## config.mk

```make
export PLATFORM = sky130hd
export DESIGN_NAME = soft_bmu
export DESIGN_NICKNAME = d
export VERILOG_FILES = /design/src/rtl/soft_bmu_pkg.sv /design/src/rtl/soft_bmu_ctrl.sv /design/src/rtl/soft_bmu_dp.sv /design/src/rtl/soft_bmu.sv
export SDC_FILE = /design/constraint.sdc
export NUM_CORES = 1
export LEC_CHECK = 0
export BUFFER_PORTS_ARGS = -buffer_cell sky130_fd_sc_hd__buf_2
export CORE_MARGIN = 4
export CORE_UTILIZATION = 55
export CTS_BUF_LIST = sky130_fd_sc_hd__clkbuf_8
export CTS_CLUSTER_SIZE = 12
export DETAILED_ROUTE_END_ITERATION = 7
export GPL_TIMING_DRIVEN = 0
export HOLD_SLACK_MARGIN = 0.1
export PLACE_DENSITY = 0.92
export SYNTH_ARGS = -nofsm -noshare
export SYNTH_HDL_FRONTEND = slang
export SYNTH_HIERARCHICAL = 1
export SYNTH_SLANG_ARGS = --single-unit
export TNS_END_PERCENT = 50
```

## constraint.sdc

```tcl
create_clock -name clk -period 3.9 [get_ports clk]
set_input_delay 0.78 -clock clk [delete_from_list [all_inputs] [get_ports clk]]
set_output_delay 0.78 -clock clk [all_outputs]
set_load 0.03 [all_outputs]
```

## src/rtl/soft_bmu_pkg.sv

```systemverilog
package soft_bmu_pkg;
  localparam int SAMPLE_W  = 3;
  localparam int METRIC_W  = 8;
  localparam int NUM_IN    = 3;
  localparam int NUM_LABEL = 1 << NUM_IN;
  localparam int SLOT_W    = (NUM_IN > 1) ? $clog2(NUM_IN) : 1;

  // Strobes from control to datapath
  typedef struct packed {
    logic [NUM_IN-1:0] load;  // capture sample into slot j
    logic              fire;  // last slot arrived: compute and register metrics
  } bmuStrobe_t;
endpackage

```

## src/rtl/soft_bmu_ctrl.sv

```systemverilog
module soft_bmu_ctrl
  import soft_bmu_pkg::*;
(
  input  logic       clk,
  input  logic       rstN,
  input  logic       sampleValid,
  output bmuStrobe_t strobe
);
  localparam logic [SLOT_W-1:0] LAST_SLOT = SLOT_W'(NUM_IN - 1);

  logic [SLOT_W-1:0] slotQ;

  always_ff @(posedge clk) begin
    if (!rstN) begin
      slotQ <= '0;
    end else if (sampleValid) begin
      if (slotQ == LAST_SLOT) slotQ <= '0;
      else                    slotQ <= slotQ + 1'b1;
    end
  end

  always_comb begin
    strobe = '0;
    for (int j = 0; j < NUM_IN; j++) begin
      strobe.load[j] = sampleValid && (slotQ == SLOT_W'(j));
    end
    strobe.fire = sampleValid && (slotQ == LAST_SLOT);
  end
endmodule

```

## src/rtl/soft_bmu_dp.sv

```systemverilog
module soft_bmu_dp
  import soft_bmu_pkg::*;
(
  input  logic                          clk,
  input  logic                          rstN,
  input  bmuStrobe_t                    strobe,
  input  logic [SAMPLE_W-1:0]           sampleIn,
  output logic                          metricValid,
  output logic [NUM_LABEL*METRIC_W-1:0] metricBus
);
  localparam logic [SAMPLE_W-1:0] MOST_NEG = {1'b1, {(SAMPLE_W-1){1'b0}}};
  localparam logic [SAMPLE_W-1:0] SAT_NEG  = MOST_NEG + 1'b1;

  logic [SAMPLE_W-1:0]        satSample;
  logic [SAMPLE_W-1:0]        heldQ  [NUM_IN-1];
  logic signed [METRIC_W-1:0] opnd   [NUM_IN];
  logic signed [METRIC_W-1:0] sumD   [NUM_LABEL];
  logic signed [METRIC_W-1:0] metricQ[NUM_LABEL];

  // Clamp the asymmetric code so the range is symmetric
  assign satSample = (sampleIn == MOST_NEG) ? SAT_NEG : sampleIn;

  // Serial-to-parallel: all but the last slot are stored, the last is live
  for (genvar j = 0; j < NUM_IN; j++) begin : g_slot
    if (j < NUM_IN - 1) begin : g_held
      always_ff @(posedge clk) begin
        if (!rstN)              heldQ[j] <= '0;
        else if (strobe.load[j]) heldQ[j] <= satSample;
      end
      assign opnd[j] = {{(METRIC_W-SAMPLE_W){heldQ[j][SAMPLE_W-1]}}, heldQ[j]};
    end else begin : g_live
      assign opnd[j] = {{(METRIC_W-SAMPLE_W){satSample[SAMPLE_W-1]}}, satSample};
    end
  end

  // One signed adder chain per label; label MSB steers the first sample
  for (genvar k = 0; k < NUM_LABEL; k++) begin : g_label
    localparam logic [NUM_IN-1:0] LBL = NUM_IN'(k);
    always_comb begin
      sumD[k] = '0;
      for (int j = 0; j < NUM_IN; j++) begin
        if (LBL[NUM_IN-1-j]) sumD[k] = sumD[k] - opnd[j];
        else                 sumD[k] = sumD[k] + opnd[j];
      end
    end

    always_ff @(posedge clk) begin
      if (!rstN)            metricQ[k] <= '0;
      else if (strobe.fire) metricQ[k] <= sumD[k];
    end

    assign metricBus[k*METRIC_W +: METRIC_W] = metricQ[k];
  end

  always_ff @(posedge clk) begin
    if (!rstN) metricValid <= 1'b0;
    else       metricValid <= strobe.fire;
  end
endmodule

```

## src/rtl/soft_bmu.sv

```systemverilog
module soft_bmu
  import soft_bmu_pkg::*;
(
  input  logic                          clk,
  input  logic                          rstN,
  input  logic                          sampleValid,
  input  logic [SAMPLE_W-1:0]           sampleIn,
  output logic                          metricValid,
  output logic [NUM_LABEL*METRIC_W-1:0] metricBus
);
  bmuStrobe_t strobe;

  soft_bmu_ctrl u_ctrl (
    .clk         (clk),
    .rstN        (rstN),
    .sampleValid (sampleValid),
    .strobe      (strobe)
  );

  soft_bmu_dp u_dp (
    .clk         (clk),
    .rstN        (rstN),
    .strobe      (strobe),
    .sampleIn    (sampleIn),
    .metricValid (metricValid),
    .metricBus   (metricBus)
  );
endmodule

```

* After elaboration in Yosys (flattened, before gate mapping)
Memories as Yosys holds them, arrays and structs flattened.
Index checks and enable logic that the tools add are counted.
** Word-level totals
- Memories kept :: 2
- Memory bits (writable) :: 70
- Input bits :: 6
- Output and inout port bits :: 65
- Register bits :: 3
- Word-level logic and storage cells :: 57
** Operators by class
- Add/sub/neg operators :: 14
- Reductions and logical operators :: 4
- Multiplexer cells :: 22
- Eq/ne operators :: 3
- Bitwise gates (word level) :: 10
** Memory list
- u_dp.metricQ :: depth 8, bits a word 8, read ports 8, clocked after memory_dff 0, write ports 8, line soft_bmu_dp.sv:18 : logic signed [METRIC_W-1:0] metricQ[NUM_LABEL];
- u_dp.heldQ :: depth 2, bits a word 3, read ports 2, clocked after memory_dff 0, write ports 2, line soft_bmu_dp.sv:15 : logic [SAMPLE_W-1:0] heldQ [NUM_IN-1];
** Operator list (count)
- 8-bit 2-to-1 mux :: 8
- 8-bit by 3-bit adder with 8-bit output :: 2
- 8-bit by 3-bit subtractor with 8-bit output :: 2
- 4-bit by 3-bit adder with 5-bit output :: 3
- 4-bit by 3-bit subtractor with 5-bit output :: 3
- 1-bit 2-to-1 mux :: 10
- 1-bit OR :: 10
- 3-bit 2-to-1 mux :: 3
- 3-bit by 3-bit adder with 4-bit output :: 1
- 1-bit by 3-bit subtractor with 4-bit output, first input constant :: 1
- 3-bit by 3-bit subtractor with 4-bit output :: 1
- 3-bit == test, second input constant :: 1
- 1-bit logical AND :: 3
- 2-bit by 1-bit adder with 2-bit output, second input constant :: 1
- 2-bit by 1-bit == test with 1-bit output, second input constant :: 1
- 2-bit == test, second input constant :: 1
- 2-bit logical NOT :: 1
- 2-bit 2-to-1 mux :: 1

* Depth between registers and ports, before layout
Gate-level depths: netlist (run 1).
- Word-level depth :: 6
- Depth in mapped cells :: 12
- Depth with buffers taken out :: 12

* Cells and area by module
The synthesis (run 1) kept the hierarchy.
** By module, submodules not included
- soft_bmu_dp :: cells an instance 313, area each 3425.8 um^2, instances 1
- soft_bmu_ctrl :: cells an instance 11, area each 103.8 um^2, instances 1

* Worst setup path after synthesis (run 1)
No wires, ideal clock.
- Kind :: register to register
- Start :: memory u_dp.heldQ[0][1]
- End :: memory u_dp.metricQ[7][4], in the netlist u_dp/metricQ[1][28] (data pin)
- Data arrival time :: 2.441 ns
- Path buffers :: 0
- Data required time :: 3.643 ns
- Stages on the path, launching flop included :: 12
- Path slack :: 1.202 ns
- Setup time :: 0.257 ns
- Cell sequence :: edfxtp_1 inv_1 ha_1 xnor2_1 ha_1 a221oi_1 xnor2_1 ha_1 nor2b_1 a21oi_1 xnor2_1 nor2_1
** RTL lines (line)
- from (decl) :: soft_bmu_dp.sv:15
- to (decl) :: soft_bmu_dp.sv:18

==> results of run 1 <==
==> cells in the final DEF, fill, tap and decap left out, types with 2 or more instances in the layout <==
cell and n:
a2111oi_0 3, a21o_1 2, a21oi_1 18, a221oi_2 3, and3_1 12, buf_2 72
buf_4 26, buf_6 2, clkbuf_1 6, clkbuf_8 5, dfxtp_1 3, edfxtp_1 44
fa_1 12, ha_1 45, inv_1 26, nand2_1 9, nand2b_1 7, nor2_1 35
nor2b_1 9, nor3_1 7, nor3b_1 4, o21a_1 3, o21ai_0 3, xnor2_1 17
xor2_1 6
==> state kept, by name, summed over array words and instances (netlist names) <==
signal,count
u_dp/metricQ,38
u_dp/heldQ,6
u_ctrl/slotQ,2
u_dp/metricValid,1
==> power by group through the flow <==
| stage | clock network, W | registers, W | logic (W) |
|---|---|---|---|
| finish | 0.000350 | 0.000593 | 0.000808 |
| global route | 0.000376 | 0.000596 | 0.000882 |
| CTS | 0.000353 | 0.000593 | 0.000798 |
| detailed placement | 0 | 0.000604 | 0.000791 |
| global placement | 0 | 0.000603 | 0.000749 |
| floorplan | 0 | 0.000644 | 0.000599 |
==> area by class of cell <==
class / count / area [um^2] / share of cell area (%)
plain buffers: 37 / 255 / 6.26
clock buffers: 5 / 68.8 / 1.69
clock inverters: 3 / 38.8 / 0.952
inverters: 26 / 97.6 / 2.39
multi-input cells: 213 / 1790 / 43.9
flip-flops and latches: 47 / 1380 / 33.9
well taps: 75 / 93.8 / 2.30
repair buffers: 70 / 350 / 8.59
==> tightest hold or removal path, stage by stage (launching register included) <==
cell and delay (ps):
dfxtp_1 380, nor2b_1 140, o21a_1 100
==> stage by stage <==
| stage | util, % | hold WS (ps) | instances | setup slack (ps) | cell area [um^2] |
|---|---|---|---|---|---|
| after floorplan | - | 602 | 323 | 1200 | 3520 |
| after global placement | 65.4 | 620 | 468 | 737 | 3970 |
| after detailed placement | 65.5 | 641 | 468 | 691 | 3970 |
| after CTS | 67.3 | 665 | 476 | 793 | 4080 |
| after global routing | 67.3 | 700 | 476 | 577 | 4080 |
| final | 67.3 | 655 | 476 | 780 | 4080 |
==> metal layers <==
| layer | up-vias | share of wire (%) | global-route usage, % |
|---|---|---|---|
| met1 | 1219 | 38 | 21.8 |
| li1 | 1225 | - | - |
| met3 | 17 | 8.5 | 2.92 |
| met5 | - | 0 | 0 |
| met4 | 0 | 2.2 | 8.10 |
| met2 | 110 | 51 | 36.5 |
==> worst min-delay path by stage <==
stage                            endpoint  slack [ps]
after floorplan           u_ctrl/slotQ[0]         600
after detailed placement  u_ctrl/slotQ[0]         640
after global placement    u_ctrl/slotQ[0]         620
final                     u_ctrl/slotQ[0]         650
after global routing      u_ctrl/slotQ[1]         700
after CTS                 u_ctrl/slotQ[0]         670
==> summary.txt, run 1 <==
Outcome
  • Status: complete, no violations

Power
  • Internal Power: between 0.001 and 0.0015 W
  • Clk pwr share: ~20%
  • Final Total Pwr: about 0.0018 W
  • P_leak: a little under 2 nW
  • Combinational power share: 46.1%
  • Switching part of the total: 36.9%
  • PwrDens: ~430 nW/um^2
  • Part of the power in registers: approximately a third
  • Net Switching: approximately 0.00065 W
  • Maximum vdd ir drop: ~0.00027 V

CTS
  • Post-CTS Resized: 0
  • TritonCTS buffer count: 5
  • Sink Count: 47
  • Clock-pin slew on the worst setup and hold paths: roughly 90 ps
  • CTS H-tree lvls: 2
  • Clock Path Buffers: 2
  • CTS tree: yes
  • Root buf cell: clkbuf_8
  • Clock Latency Late Sink: between 200 and 300 ps
  • Hold Buf Count CTS: 0
  • Postcts setup bufs: 0

Synthesis
  • YS warnings: 6
  • Avg Inst Size Synth: between 10 and 15 um^2
  • Mapped Area: about 3500 um^2
  • Post-Synthesis Cells: between 300 and 400
  • Post-synth net total: ~390

Route
  • WL/cell: between 15 and 20 um
  • # DRC: 0
  • Initial DRC Count: roughly 180
  • Via count: approximately 2.6k
  • Post-route ant nets: 0
  • DRT Wirelength: 7.39 mm
  • Routed vias/inst: about 5.4
  • Drt first pass iters: 4

Setup path
  • Worst Path Max Fanout: 6
  • Top delay family on crit path: adder cells
  • Crit-path slowest cell: edfxtp_1
  • Crit path cell chain: inv_1 -> ha_1 -> xnor2_1 -> ha_1 -> a221oi_1 -> xnor2_1 -> ha_1 -> nor2b_1 -> a21oi_1 -> xnor2_1 -> nor2_1
  • Startpoint types: flop
  • Setup crit end: u_dp/metricQ[1][28]
  • Critical Path Max Stage Delay: roughly 480 ps
  • CP arrival: 3170 ps
  • CP startpoint: u_dp/heldQ[0][1]
  • WP depth: 11
  • Flop2flop setup slack: 780 ps
  • WP data required: about 4000 ps
  • Bufs and invs on worst path: 1
  • R2r worst-path depth: 11
  • Worst flop-to-flop path startpoint: u_dp/heldQ[0][1]
  • R2R Path End: u_dp/metricQ[1][28]
  • Setup crit end kind: flop
  • Critical path class: reg -> reg

Final layout
  • Layout cell share with drive strength beyond 1: 29.9%
  • Filler cells: roughly 440
  • # nets final: ~460
  • Layout area overhead: 15.7%
  • Ant. Diodes: 0

Timing
  • Max-slew violations: 0
  • Setup_tns: 0 ps
  • Final Setup Violations: 0
  • RSZ-0062 raised after global routing: false
  • Min Clock Period, post-route: 3120 ps
  • Hold violation count in the final report: 0
  • Skew final: 4.75 ps
  • Slew HR: between 30% and 40%
  • Fin crit share: between 80% and 90%
  • Max Fclk: 320 MHz
  • Slew @ Worst Pin: around 910 ps

Global routing
  • Antenna violations before repair: 0
  • Grt ovf: 0
  • First-pass GRT wire length: between 10 and 15 mm
  • GR Util All Layers: between 10% and 20%
  • Vias in the first global route: roughly 2.5k
  • Largest net degree at the start of global routing: 39

Floorplan
  • Initial Util: 58.1%
  • Die ar.: ~7700 um^2
  • Ports: 71
  • Die Y: just under 90 um
  • # rows: 28
  • Core area: 6060 um^2
  • DIE WIDTH: 88.0 um

Place
  • Port-buffer cells: 70
  • Routability cong.: 0.907
  • DP HPWL: 5.42 mm

Job
  • Max cap viols: 0

Min path
  • Hold Path Class: reg -> reg
  • Hold path startpoint: u_ctrl/slotQ[0]
  • Hold-critical path depth: 2
(Power assumes the default switching activity.)
==> run 2: changes to the inputs <==
--- a/config.mk
+++ b/config.mk
@@ -7,13 +7,13 @@
 export LEC_CHECK = 0
 export BUFFER_PORTS_ARGS = -buffer_cell sky130_fd_sc_hd__buf_2
 export CORE_MARGIN = 4
-export CORE_UTILIZATION = 55
+export CORE_UTILIZATION = 52
 export CTS_BUF_LIST = sky130_fd_sc_hd__clkbuf_8
 export CTS_CLUSTER_SIZE = 12
 export DETAILED_ROUTE_END_ITERATION = 7
 export GPL_TIMING_DRIVEN = 0
 export HOLD_SLACK_MARGIN = 0.1
-export PLACE_DENSITY = 0.92
+export PLACE_DENSITY = 0.91
 export SYNTH_ARGS = -nofsm -noshare
 export SYNTH_HDL_FRONTEND = slang
 export SYNTH_HIERARCHICAL = 1
==> constraint.sdc (replaced) <==
create_clock -name clk -period 2.6 [get_ports clk]
set_input_delay 0.52 -clock clk [delete_from_list [all_inputs] [get_ports clk]]
set_output_delay 0.52 -clock clk [all_outputs]
set_load 0.03 [all_outputs]
==> run 2 against run 1 <==
The flow now finishes with violations (negative setup slack). Via count increased by 16%. Non-clock buffer count up 21. Sequential power is 50% higher. Clock power rose by 52%. First-iteration DRC count up 33%. Hold slack got worse by 120 ps. Power rose by 84%. Sequential share of layout area decreased by 4.2 points. Clock-buffer cell count did not move. Flip-flop and latch count unchanged. Critical path type unchanged. Highest routed layer unchanged.
==> summary.txt, run 2 (same netlist as run 1, synthesis figures left out) <==
Outcome
  • Status: finished, violations left (was complete, no violations)
  • Failing checks: negative setup slack

Final layout
  • # nets final: 484 (was 463)
  • Layout cell share with drive strength beyond 1: 47.4% (was 29.9%)
  • Ant. Diodes: 0 (unchanged)
  • Most flop-heavy register: u_dp/metricQ (unchanged)
  • Most frequent cells in the layout: buf_2 (73), buf_4 (47), edfxtp_1 (44) (was buf_2 (72), ha_1 (45), edfxtp_1 (44))
  • Max FFs per register: 38 (unchanged)
  • Commonest non-fill, non-tap cell in the layout: buf_2 (unchanged)
  • Layout area overhead: 32.0% (was 15.7%)
  • Filler cells: 395 (was 437)
  • Registers with the most flip-flops: u_dp/metricQ (38), u_dp/heldQ (6), u_ctrl/slotQ (2) (unchanged)
  • Design area: 4650 um^2 (was 4080 um^2)

Global routing
  • First-pass GRT wire length: 13.8 mm (was 11.7 mm)
  • Grt ovf: 0 (unchanged)
  • GR Util All Layers: 21.0% (was 19.4%)
  • Largest net degree at the start of global routing: 39 (unchanged)
  • Antenna violations before repair: 0 (unchanged)
  • Vias in the first global route: 2845 (was 2548)

CTS
  • CTS tree: yes (unchanged)
  • Root buf cell: clkbuf_8 (unchanged)
  • Clock-pin slew on the worst setup and hold paths: 90 ps (about the same)
  • CTS H-tree lvls: 2 (unchanged)
  • Sink Count: 47 (unchanged)
  • Clock Path Buffers: 2 (unchanged)
  • TritonCTS buffer count: 5 (unchanged)
  • Clock Latency Late Sink: 300 ps (was 290 ps)

Timing
  • Max Fclk: 361 MHz (was 320 MHz)
  • RSZ-0062 raised after global routing: true (was false)
  • Hold violation count in the final report: 0 (unchanged)
  • Final Setup Violations: 16 (was 0)
  • Fin crit share: 106% (was 80.0%)
  • Skew final: 1.70 ps (was 4.75 ps)
  • Min Clock Period, post-route: 2770 ps (was 3120 ps)
  • Max-slew violations: 0 (unchanged)
  • Slew @ Worst Pin: 1090 ps (was 911 ps)
  • Final worst setup slack: -169 ps (was 780 ps)
  • Slew HR: 27.4% (was 39.2%)
  • Final hold slack: 537 ps (was 655 ps)
  • Setup_tns: -1730 ps (was 0 ps)

Power
  • PwrDens: 694 nW/um^2 (was 429 nW/um^2)
  • Maximum vdd ir drop: 0.000361 V (was 0.000268 V)
  • P_leak: 2.10 nW (was 1.94 nW)
  • Final Total Pwr: 0.00323 W (was 0.00175 W)

Route
  • Via count: 2988 (was 2571)
  • Initial DRC Count: 233 (was 175)
  • # DRC: 0 (unchanged)
  • Drt first pass iters: 5 (was 4)
  • WL/cell: 21.5 um (was 15.5 um)
  • Post-route ant nets: 0 (unchanged)
  • DRT Wirelength: 10.7 mm (was 7.39 mm)
  • Routed vias/inst: 5.99 (was 5.40)

Place
  • Routability cong.: 0.915 (was 0.907)
  • DP HPWL: 5.65 mm (was 5.42 mm)
  • Area after DPL: 4010 um^2 (was 3970 um^2)
  • Pre-CTS setup slack: -390 ps (was 691 ps)
  • Port-buffer cells: 70 (unchanged)

Setup path
  • CP startpoint: u_dp/heldQ[0][0] (was u_dp/heldQ[0][1])
  • CP arrival: 2820 ps (was 3170 ps)
  • Worst Path Max Fanout: 4 (was 6)
  • Flop2flop setup slack: -170 ps (was 780 ps)
  • Setup crit end kind: flop (unchanged)
  • Startpoint types: flop (unchanged)
  • Worst flop-to-flop path startpoint: u_dp/heldQ[0][0] (was u_dp/heldQ[0][1])
  • Critical path class: reg -> reg (unchanged)
  • R2r worst-path depth: 10 (was 11)
  • WP data required: 2650 ps (was 3950 ps)

Min path
  • Hold path startpoint: rstN (was u_ctrl/slotQ[0])
  • Hold-critical path depth: 2 (unchanged)
  • Hold Path Class: in -> reg (was reg -> reg)

Floorplan
  • Die ar.: 8150 um^2 (was 7750 um^2)
  • Core area: 6460 um^2 (was 6060 um^2)
  • Ports: 71 (unchanged)
  • Initial Util: 54.5% (was 58.1%)
  • DIE WIDTH: 90.3 um (was 88.0 um)
  • # rows: 29 (was 28)
  • Die Y: 90.3 um (was 88.0 um)

Job
  • Max cap viols: 0 (unchanged)
-- run 2: cell types whose count changed in the layout (fill, tap and decap cells not counted), moves of 4 or more --
| cell | before | now |
|---|---|---|
| ha_1 | 45 | 30 |
| fa_2 | 0 | 5 |
| fa_1 | 12 | 7 |
| inv_2 | 0 | 7 |
| xnor2_1 | 17 | 13 |
| ha_4 | 0 | 12 |
| a21oi_2 | 1 | 5 |
| a21oi_1 | 18 | 12 |
| buf_4 | 26 | 47 |
| inv_1 | 26 | 15 |
-- run 2: through the flow --
| step | utilization [%] | instances |
|---|---|---|
| finish | 72.0 | 499 |
| floorplan | - | 323 |
| CTS | 66.6 | 485 |
| global placement | 62.0 | 470 |
| global route | 72.0 | 499 |
| detailed placement | 62.0 | 470 |
-- run 2: where the power goes --
group          leakage, nW  total, W  switching, W  internal [W]
registers            0.481  0.000891     0.0000241      0.000867
clock network       0.0556  0.000532      0.000250      0.000282
logic                 1.57   0.00181      0.000981      0.000825
-- run 2: worst max-delay path: stages, from the launching register on --
cell      delay [ps]
edfxtp_1         390
inv_2             90
ha_4             330
inv_4             60
fa_2             590
inv_2             90
fa_2             380
a21o_1           200
a21oi_2          170
xnor2_1          160
nor2_1            60
-- run 2: final timing paths --
| check | end |
|---|---|
| min reg2reg | u_ctrl/slotQ[1] |
| max reg2reg | u_dp/metricQ[1][20] |
| max | u_dp/metricQ[1][20] |
| min | u_ctrl/slotQ[1] |
-- run 2: layout make-up --
| cell class | count | area (um^2) | area share [%] |
|---|---|---|---|
| Multi-Input combinational cell | 213 | 2180 | 46.8 |
| Sequential cell | 47 | 1380 | 29.7 |
| Timing Repair Buffer | 92 | 519 | 11.2 |
| Buffer | 36 | 259 | 5.57 |
| Inverter | 26 | 109 | 2.34 |
| Tap cell | 77 | 96.3 | 2.07 |
| Clock buffer | 5 | 68.8 | 1.48 |
| Clock inverter | 3 | 38.8 | 0.834 |
-- run 2: timing repair --
action / in CTS / in global routing
hold buffers: 0 / 0
setup endpoints to repair: 19 / 20
resized for setup: 24 / 51
pin swaps: 12 / 37
cloned: 0 / 0
setup buffers: 8 / 14
-- run 2: routing by layer --
layer	global-route usage, %	up-vias	share of wire, %
li1	-	1268	-
met4	11.2	0	5.8
met1	21.7	1453	36
met3	4.42	55	8.1
met2	39.4	212	50
met5	0	-	0
